### config.mk
export PLATFORM = sky130hd
export DESIGN_NAME = divergent_split_sched
export DESIGN_NICKNAME = d
export VERILOG_FILES = /design/src/rtl/dsq_pkg.sv /design/src/rtl/dsq_split_table.sv /design/src/rtl/dsq_split_order.sv /design/src/rtl/dsq_sec_query.sv /design/src/rtl/divergent_split_sched.sv
export SDC_FILE = /design/constraint.sdc
export NUM_CORES = 2
export LEC_CHECK = 0
export BUFFER_PORTS_ARGS = -buffer_cell sky130_fd_sc_hd__buf_2
export CORE_ASPECT_RATIO = 1.2
export CORE_MARGIN = 5
export CORE_UTILIZATION = 30
export CTS_CLUSTER_SIZE = 25
export DETAILED_ROUTE_END_ITERATION = 7
export GPL_TIMING_DRIVEN = 0
export PLACE_DENSITY_LB_ADDON = 0.05
export SLEW_MARGIN = 40
export SYNTH_ARGS = -nofsm -noshare
export SYNTH_HDL_FRONTEND = slang
export SYNTH_HIERARCHICAL = 1
export SYNTH_SLANG_ARGS = --single-unit
### constraint.sdc
create_clock -name clk -period 6.45 [get_ports clk]
set_input_delay 1.29 -clock clk [delete_from_list [all_inputs] [get_ports clk]]
set_output_delay 1.29 -clock clk [all_outputs]
set_load 0.01 [all_outputs]
### src/rtl/dsq_pkg.sv
package dsq_pkg;

  localparam int DEF_SPLITS = 8;
  localparam int DEF_PC_W   = 32;
  localparam int DEF_LANES  = 32;

  // per-slot state bits of one divergent split
  typedef struct packed {
    logic valid;
    logic blocked;
    logic virt;
  } split_flags_t;

  // one spare code above the table range serves as "no split"
  function automatic int split_id_width(input int n);
    return $clog2(n + 1);
  endfunction

endpackage

### src/rtl/dsq_split_table.sv
module dsq_split_table
  import dsq_pkg::*;
#(
  parameter int N     = DEF_SPLITS,
  parameter int PC_W  = DEF_PC_W,
  parameter int LANES = DEF_LANES,
  parameter int ID_W  = split_id_width(DEF_SPLITS)
) (
  input  logic               clk,
  input  logic               rst_n,
  input  logic               wr_en,
  input  logic [ID_W-1:0]    wr_id,
  input  logic [PC_W-1:0]    wr_pc,
  input  logic [PC_W-1:0]    wr_rpc,
  input  logic [LANES-1:0]   wr_mask,
  input  logic               wr_blk,
  input  logic               wr_virt,
  input  logic               upd_en,
  input  logic [ID_W-1:0]    upd_id,
  input  logic [PC_W-1:0]    upd_pc,
  input  logic [ID_W-1:0]    ra_id,
  input  logic [ID_W-1:0]    rb_id,
  output logic               wr_free,
  output logic               upd_hit,
  output split_flags_t       ra_flags,
  output logic [PC_W-1:0]    ra_pc,
  output logic [PC_W-1:0]    ra_rpc,
  output logic [LANES-1:0]   ra_mask,
  output logic               rb_valid,
  output logic [PC_W-1:0]    rb_pc,
  output logic [LANES-1:0]   rb_mask
);

  split_flags_t     flg_q [N];
  split_flags_t     flg_d [N];
  logic [PC_W-1:0]  pc_q  [N];
  logic [PC_W-1:0]  pc_d  [N];
  logic [PC_W-1:0]  rpc_q [N];
  logic [PC_W-1:0]  rpc_d [N];
  logic [LANES-1:0] msk_q [N];
  logic [LANES-1:0] msk_d [N];
  logic [N-1:0]     wsel;
  logic [N-1:0]     usel;
  logic [N-1:0]     slot_en;
  logic [N-1:0]     vvec;

  // next-state: a load needs a free slot, an update needs a live one
  always_comb begin
    for (int i = 0; i < N; i++) begin
      wsel[i]    = wr_en  && (wr_id  == ID_W'(i)) && !flg_q[i].valid;
      usel[i]    = upd_en && (upd_id == ID_W'(i)) &&  flg_q[i].valid;
      slot_en[i] = wsel[i] | usel[i];
      flg_d[i]   = flg_q[i];
      pc_d[i]    = pc_q[i];
      rpc_d[i]   = rpc_q[i];
      msk_d[i]   = msk_q[i];
      if (wsel[i]) begin
        flg_d[i] = '{valid: 1'b1, blocked: wr_blk, virt: wr_virt};
        pc_d[i]  = wr_pc;
        rpc_d[i] = wr_rpc;
        msk_d[i] = wr_mask;
      end
      if (usel[i]) begin
        pc_d[i] = upd_pc;
      end
      vvec[i] = flg_q[i].valid;
    end
  end

  always_ff @(posedge clk or negedge rst_n) begin
    if (!rst_n) begin
      for (int i = 0; i < N; i++) begin
        flg_q[i] <= '0;
        pc_q[i]  <= '0;
        rpc_q[i] <= '0;
        msk_q[i] <= '0;
      end
    end else begin
      for (int i = 0; i < N; i++) begin
        if (slot_en[i]) begin
          flg_q[i] <= flg_d[i];
          pc_q[i]  <= pc_d[i];
          rpc_q[i] <= rpc_d[i];
          msk_q[i] <= msk_d[i];
        end
      end
    end
  end

  // read ports and slot status, decoded by ID compare
  always_comb begin
    wr_free  = 1'b0;
    upd_hit  = 1'b0;
    ra_flags = '0;
    ra_pc    = '0;
    ra_rpc   = '0;
    ra_mask  = '0;
    rb_valid = 1'b0;
    rb_pc    = '0;
    rb_mask  = '0;
    for (int i = 0; i < N; i++) begin
      if (wr_id == ID_W'(i))  wr_free = !flg_q[i].valid;
      if (upd_id == ID_W'(i)) upd_hit = flg_q[i].valid;
      if (ra_id == ID_W'(i)) begin
        ra_flags = flg_q[i];
        ra_pc    = pc_q[i];
        ra_rpc   = rpc_q[i];
        ra_mask  = msk_q[i];
      end
      if (rb_id == ID_W'(i) && flg_q[i].valid) begin
        rb_valid = 1'b1;
        rb_pc    = pc_q[i];
        rb_mask  = msk_q[i];
      end
    end
  end


  valid_monotone_chk: assert property (@(posedge clk) disable iff (!rst_n)
    $countones(vvec) >= $countones($past(vvec)));


  upd_keeps_valid_chk: assert property (@(posedge clk) disable iff (!rst_n)
    (upd_en && !upd_hit && !wr_en) |=> (vvec == $past(vvec)));

endmodule

### src/rtl/dsq_split_order.sv
module dsq_split_order
  import dsq_pkg::*;
#(
  parameter int N     = DEF_SPLITS,
  parameter int ID_W  = split_id_width(DEF_SPLITS),
  parameter int CNT_W = $clog2(DEF_SPLITS + 1)
) (
  input  logic              clk,
  input  logic              rst_n,
  input  logic              push_en,
  input  logic [ID_W-1:0]   push_id,
  input  logic              mv_en,
  input  logic [ID_W-1:0]   mv_id,
  output logic [N*ID_W-1:0] order_flat,
  output logic [CNT_W-1:0]  cnt,
  output logic              mv_hit,
  output logic              mv_done,
  output logic              mv_ok,
  output logic [ID_W-1:0]   active_id
);

  logic [ID_W-1:0]  slot_q  [N];
  logic [ID_W-1:0]  slot_d  [N];
  logic [ID_W-1:0]  shifted [N];
  logic [N-1:0]     match;
  logic [N-1:0]     tail_or;
  logic [CNT_W-1:0] cnt_q, cnt_d;
  logic             slots_en;
  logic             done_q, ok_q;
  logic [ID_W-1:0]  act_q, act_d;

  // one comparator per queue position, live positions only
  for (genvar g = 0; g < N; g++) begin : g_match
    assign match[g] = mv_en && (CNT_W'(g) < cnt_q) && (slot_q[g] == mv_id);
  end

  assign mv_hit = |match;

  // shift network: position i moves down when the target sits at or above i
  always_comb begin
    tail_or[N-1] = match[N-1];
    for (int i = N - 2; i >= 0; i--) begin
      tail_or[i] = match[i] | tail_or[i+1];
    end
    for (int i = 0; i < N; i++) begin
      if (i == 0) begin
        shifted[i] = mv_hit ? mv_id : slot_q[i];
      end else begin
        shifted[i] = tail_or[i] ? slot_q[i-1] : slot_q[i];
      end
      slot_d[i] = (push_en && (cnt_q == CNT_W'(i))) ? push_id : shifted[i];
    end
    cnt_d    = cnt_q + CNT_W'(push_en);
    slots_en = push_en | mv_hit;
    act_d    = mv_hit ? mv_id : act_q;
  end

  always_ff @(posedge clk or negedge rst_n) begin
    if (!rst_n) begin
      for (int i = 0; i < N; i++) slot_q[i] <= '1;
      cnt_q  <= '0;
      done_q <= 1'b0;
      ok_q   <= 1'b0;
      act_q  <= '1;
    end else begin
      if (slots_en) begin
        for (int i = 0; i < N; i++) slot_q[i] <= slot_d[i];
      end
      if (push_en) cnt_q <= cnt_d;
      done_q <= mv_en;
      ok_q   <= mv_hit;
      act_q  <= act_d;
    end
  end

  always_comb begin
    for (int i = 0; i < N; i++) order_flat[i*ID_W +: ID_W] = slot_q[i];
  end

  assign cnt       = cnt_q;
  assign mv_done   = done_q;
  assign mv_ok     = ok_q;
  assign active_id = act_q;


  cnt_bound_chk: assert property (@(posedge clk) disable iff (!rst_n)
    cnt_q <= CNT_W'(N));


  mv_head_chk: assert property (@(posedge clk) disable iff (!rst_n)
    mv_hit |=> (slot_q[0] == $past(mv_id)));


  mv_miss_chk: assert property (@(posedge clk) disable iff (!rst_n)
    (mv_en && !mv_hit && !push_en) |=> ($stable(order_flat) && $stable(active_id)));


  mv_front_chk: assert property (@(posedge clk) disable iff (!rst_n)
    (mv_hit && (slot_q[0] == mv_id) && !push_en) |=> $stable(order_flat));


  mv_result_chk: assert property (@(posedge clk) disable iff (!rst_n)
    mv_ok |-> mv_done);

endmodule

### src/rtl/dsq_sec_query.sv
module dsq_sec_query
  import dsq_pkg::*;
#(
  parameter int PC_W  = DEF_PC_W,
  parameter int LANES = DEF_LANES,
  parameter int ID_W  = split_id_width(DEF_SPLITS),
  parameter int CNT_W = $clog2(DEF_SPLITS + 1)
) (
  input  logic [CNT_W-1:0] cnt,
  input  logic [ID_W-1:0]  slot1_id,
  input  split_flags_t     flags,
  input  logic [PC_W-1:0]  pc,
  input  logic [PC_W-1:0]  rpc,
  input  logic [LANES-1:0] mask,
  output logic             sec_present,
  output logic             sec_ok,
  output logic [ID_W-1:0]  sec_id,
  output logic [PC_W-1:0]  sec_pc,
  output logic [PC_W-1:0]  sec_rpc,
  output logic [LANES-1:0] sec_mask
);

  // a candidate is usable only when it is live and neither parked nor virtual
  always_comb begin
    sec_present = (cnt >= CNT_W'(2));
    sec_id      = sec_present ? slot1_id : '1;
    sec_ok      = sec_present && flags.valid && !flags.blocked && !flags.virt;
    sec_pc      = sec_ok ? pc   : '0;
    sec_rpc     = sec_ok ? rpc  : '0;
    sec_mask    = sec_ok ? mask : '0;
  end

endmodule

### src/rtl/divergent_split_sched.sv
module divergent_split_sched
  import dsq_pkg::*;
#(
  parameter int NUM_SPLITS = DEF_SPLITS,
  parameter int PC_W       = DEF_PC_W,
  parameter int LANES      = DEF_LANES,
  localparam int ID_W      = split_id_width(NUM_SPLITS),
  localparam int CNT_W     = $clog2(NUM_SPLITS + 1)
) (
  input  logic                       clk,
  input  logic                       rst_n,
  input  logic                       push_en,
  input  logic [ID_W-1:0]            push_id,
  input  logic [PC_W-1:0]            push_pc,
  input  logic [PC_W-1:0]            push_rpc,
  input  logic [LANES-1:0]           push_mask,
  input  logic                       push_blocked,
  input  logic                       push_virtual,
  input  logic                       mv_en,
  input  logic [ID_W-1:0]            mv_id,
  input  logic                       upd_en,
  input  logic [ID_W-1:0]            upd_id,
  input  logic [PC_W-1:0]            upd_pc,
  input  logic [ID_W-1:0]            look_id,
  output logic                       look_valid,
  output logic [PC_W-1:0]            look_pc,
  output logic [LANES-1:0]           look_mask,
  output logic                       sec_present,
  output logic                       sec_ok,
  output logic [ID_W-1:0]            sec_id,
  output logic [PC_W-1:0]            sec_pc,
  output logic [PC_W-1:0]            sec_rpc,
  output logic [LANES-1:0]           sec_mask,
  output logic                       mv_done,
  output logic                       mv_ok,
  output logic [ID_W-1:0]            active_id,
  output logic                       upd_err,
  output logic [CNT_W-1:0]           q_count,
  output logic [NUM_SPLITS*ID_W-1:0] q_order
);

  logic             wr_free, upd_hit, push_acc, mv_hit;
  logic             err_d, err_q;
  split_flags_t     sec_flags;
  logic [PC_W-1:0]  sec_raw_pc, sec_raw_rpc;
  logic [LANES-1:0] sec_raw_mask;
  logic [ID_W-1:0]  slot1_id;

  assign push_acc = push_en && wr_free && (q_count < CNT_W'(NUM_SPLITS));
  assign slot1_id = q_order[ID_W +: ID_W];

  dsq_split_table #(
    .N(NUM_SPLITS), .PC_W(PC_W), .LANES(LANES), .ID_W(ID_W)
  ) u_table (
    .clk(clk), .rst_n(rst_n),
    .wr_en(push_acc), .wr_id(push_id), .wr_pc(push_pc), .wr_rpc(push_rpc),
    .wr_mask(push_mask), .wr_blk(push_blocked), .wr_virt(push_virtual),
    .upd_en(upd_en), .upd_id(upd_id), .upd_pc(upd_pc),
    .ra_id(slot1_id), .rb_id(look_id),
    .wr_free(wr_free), .upd_hit(upd_hit),
    .ra_flags(sec_flags), .ra_pc(sec_raw_pc), .ra_rpc(sec_raw_rpc),
    .ra_mask(sec_raw_mask),
    .rb_valid(look_valid), .rb_pc(look_pc), .rb_mask(look_mask)
  );

  dsq_split_order #(
    .N(NUM_SPLITS), .ID_W(ID_W), .CNT_W(CNT_W)
  ) u_order (
    .clk(clk), .rst_n(rst_n),
    .push_en(push_acc), .push_id(push_id),
    .mv_en(mv_en), .mv_id(mv_id),
    .order_flat(q_order), .cnt(q_count), .mv_hit(mv_hit),
    .mv_done(mv_done), .mv_ok(mv_ok), .active_id(active_id)
  );

  dsq_sec_query #(
    .PC_W(PC_W), .LANES(LANES), .ID_W(ID_W), .CNT_W(CNT_W)
  ) u_query (
    .cnt(q_count), .slot1_id(slot1_id), .flags(sec_flags),
    .pc(sec_raw_pc), .rpc(sec_raw_rpc), .mask(sec_raw_mask),
    .sec_present(sec_present), .sec_ok(sec_ok), .sec_id(sec_id),
    .sec_pc(sec_pc), .sec_rpc(sec_rpc), .sec_mask(sec_mask)
  );

  always_comb err_d = upd_en && !upd_hit;

  always_ff @(posedge clk or negedge rst_n) begin
    if (!rst_n) err_q <= 1'b0;
    else        err_q <= err_d;
  end

  assign upd_err = err_q;


  upd_err_chk: assert property (@(posedge clk) disable iff (!rst_n)
    (upd_en && (upd_id == look_id) && !look_valid) |=> upd_err);


  same_cycle_chk: assert property (@(posedge clk) disable iff (!rst_n)
    (mv_en && push_acc && (mv_id == push_id)) |=> !mv_ok);


  push_grow_chk: assert property (@(posedge clk) disable iff (!rst_n)
    push_acc |=> (q_count == $past(q_count) + CNT_W'(1)));


  sec_two_chk: assert property (@(posedge clk) disable iff (!rst_n)
    (push_acc && (q_count == CNT_W'(1))) |=> sec_present);

endmodule

==> impl_metrics.env <==
export IMPL_status="finished, final reports clean"
export IMPL_dieArea_um2=157000
export IMPL_post_cts_buffers=0
export IMPL_path_buf_inv=8
export IMPL_worstSetupPathType="flip-flop to output port"
export IMPL_syn_to_final_growth_pct=19.0
export IMPL_chipHeight_um=433
export IMPL_syn_area_per_cell_um2=9.84
export IMPL_crit_chain="clkbuf_1, nor2b_1, clkbuf_2, nand2b_1, clkbuf_1, buf_2, o22ai_1, a2111oi_0, nor2_1, nand2b_1, buf_4, buf_6, buf_6, nor4b_2, buf_2"
export IMPL_yosysTopAreaCell="dfrtp_1"
export IMPL_power_frac_comb_pct=37.8
export IMPL_num_rows=155
export IMPL_fin_area_um2=53100
export IMPL_portBuffers=292
export IMPL_worst_pin_slew_ns=0.934
export IMPL_grt_use_total_pct=30.6
export IMPL_max_clock_path_buffers=3
export IMPL_antenna_left=0
export IMPL_power_leakage_nw=23.7
export IMPL_yosys_top_cells_area="dfrtp_1, mux2_2, nand2_1, nor2_1, o22ai_1"
export IMPL_hold_viol=0
export IMPL_synthCells=4537
export IMPL_ys_ff_latch=835
export IMPL_path_max_fanout=10
export IMPL_r2r_setup_slack_ns=1.31
export IMPL_vias_per_cell=5.83
export IMPL_switching_share_pct=42.4
export IMPL_die_w_um=362
export IMPL_finalMaxSlewViolations=0
export IMPL_cts_tree="yes"
export IMPL_syn_num_nets=4690
export IMPL_fin_crit_sh_pct=100
export IMPL_async_flop_share_pct=100
export IMPL_synth_warnings=6
export IMPL_clk_latency_ns=0.75
export IMPL_yosysMostFrequentCell="dfrtp_1"
export IMPL_p_switching_w=0.00877
export IMPL_dpl_hpwl_um=168000
export IMPL_synth_top_area_share_pct=44.8
export IMPL_finClkSkew_ns=0.0306
export IMPL_drc=0
export IMPL_antenna_found_initial=58
export IMPL_final_nets=5114
export IMPL_routed_wl_um=247000
export IMPL_drive_gt1_share_pct=26.7
export IMPL_critPathArrivalTime_ns=5.16
export IMPL_cp_slowest_cell="dfstp_2"
export IMPL_path_delay_family="buffers and inverters"
export IMPL_syn_area_um2=44600
export IMPL_gp_congestion=0.897
export IMPL_seq_power_share_pct=34.2
export IMPL_grt_start_max_net_pins=95
export IMPL_clock_sinks=835
export IMPL_vias=41000
export IMPL_slew_headroom_pct=37.5
export IMPL_yosysSeqAreaShare_pct=46.9
export IMPL_critPathLaunchType="flip-flop"
export IMPL_grt_ovfl_total=0
export IMPL_holdCritPathClass="flip-flop to flip-flop"
export IMPL_routedWlPerCell_um=35.2
export IMPL_grt_pass1_vias=40000
export IMPL_p_int_w=0.0119
export IMPL_synth_edf_count=0
export IMPL_synth_common_cells="dfrtp_1, nand2_1, nor2_1"
export IMPL_cts_root_buf="clkbuf_16"
export IMPL_ys_types=79
export IMPL_fmax_mhz=155
export IMPL_drtIter0Drc=4710
export IMPL_cp_required_ns=5.16
export IMPL_power_density_nw_per_um2=389
export IMPL_initial_utilization_pct=30.1
export IMPL_regArea_um2=20900
export IMPL_io_pins=361
export IMPL_drv_cap=0
export IMPL_numCtsBuffers=100
export IMPL_fp_coreArea_um2=148000
export IMPL_grt_pass1_wl_um=336000
export IMPL_drtPass1Iterations=6
export IMPL_whs_ns=0.475
export IMPL_dpl_cell_area_um2=49600
export IMPL_multiInputGateArea_um2=21900
export IMPL_h_tree_depth=3
export IMPL_min_period_ns=6.45
export IMPL_cp_slowest_stage_delay_ns=0.75
export IMPL_filler_cell_count=15300
export IMPL_clock_power_share_pct=28.0
export IMPL_ir_drop_uv=391
export IMPL_synthFlopType="dfrtp_1"
export IMPL_crit_path_end_kind="output port"
export IMPL_total_power_w=0.0207
export IMPL_report_final_setup_viol=0
export IMPL_clkSlewWorstSetupHoldPaths_ns=0.06
## registers in the layout (all words and copies together) (netlist names)
register,count
u_table/msk_q,256
u_table/pc_q,256
u_table/rpc_q,256
u_order/order_flat,32
u_table/flg_q,24
u_order/active_id,4
u_order/cnt,4
u_order/mv_done,1
u_order/mv_ok,1
upd_err,1
## area by class of cell
cell class / count / share of cell area, %
multi-input cells: 3233 / 41.2
flip-flops and latches: 835 / 39.4
clock buffers: 166 / 5.82
well taps: 1962 / 4.62
repair buffers: 323 / 4.14
plain buffers: 442 / 4.14
clock inverters: 15 / 0.266
inverters: 26 / 0.184
diodes: 35 / 0.165
## metrics by stage
stage	setup TNS (ns)	util (%)	instances	setup slack (ns)
2_1_floorplan	0	-	4537	2.29
3_3_place_gp	-	32.7	6791	-16.47
3_5_place_dp	-34.32	33.4	6822	-0.532
4_1_cts	-0.0259	35.7	7002	-0.0147
5_1_grt	-0.0000551	35.8	7016	-0.0000551
6_report	0	35.8	7037	0.00108
## kinds of logic (layout without fill, tap and decap cells)
logic type	Yosys count	after routing	synth area share, %
adder cells (fa/ha/maj)	2	2	0.0560
flip-flops	835	835	46.9
multiplexers	648	648	17.4
AO/OA/AOI/OAI	1021	1021	14.7
AND/OR/NAND/NOR	1531	1531	15.7
buffers and inverters	469	972	4.62
XOR/XNOR	31	31	0.608
other	0	35	0
## worst min-delay path: stages, from the launching register on
cell	delay (ns)
dfrtp_1	0.34
nand2_1	0.05
nand2_1	0.05
## power groups by stage
stage,Sequential (W),Clock [W],Combinational [W]
floorplan,0.00683,0,0.00374
global placement,0.00712,0,0.00720
detailed placement,0.00712,0,0.00753
CTS,0.00704,0.00591,0.00765
global route,0.00717,0.00608,0.00802
finish,0.00707,0.00578,0.00781
## per-layer routing
metal / wire (um) / global-route usage [%]
met1: 102000 / 40.4
met2: 110000 / 47.4
met3: 20200 / 6.10
met5: 138 / 0
met4: 14500 / 16.0
## placed cells by master (no fill, tap or decap), drive strengths merged, types with 6 or more instances in the layout
cell type    n
a2111oi     25
a211oi       6
a21oi      132
a221o       17
a22o        56
a22oi      156
a31oi       57
and3        48
buf        510
clkbuf     421
clkinv       8
dfrtp      799
dfstp       36
diode       35
inv         29
mux2       416
mux2i      174
mux4        58
nand2      699
nand2b      16
nand3       25
nor2       536
nor2b       33
nor3        21
nor4b       96
o211ai       6
o21ai      232
o21bai       6
o221ai      23
o22ai      281
o31ai        6
or2          7
or3         10
or4          6
xnor2       21
xor2        10
## final timing paths
check | from | to | cells past startpoint
worst max-delay path | u_order/order_flat[5] | sec_mask[6] | 15
worst min-delay path | u_table/rpc_q[175] | u_table/rpc_q[175] | 2
worst max register to register | u_table/flg_q[20] | u_table/pc_q[13] | 13
worst min register to register | u_table/rpc_q[175] | u_table/rpc_q[175] | 2
max in group asynchronous | rst_n | u_order/order_flat[21] | 4
min in group asynchronous | rst_n | u_table/msk_q[41] | 2
## timing repair
| item | CTS | global route |
|---|---|---|
| hold buffers | 0 | 0 |
| endpoints found under the setup margin | 97 | 15 |
| gates resized for setup | 29 | 15 |
| hold endpoints to repair | 0 | 0 |
(Power assumes the default switching activity.)
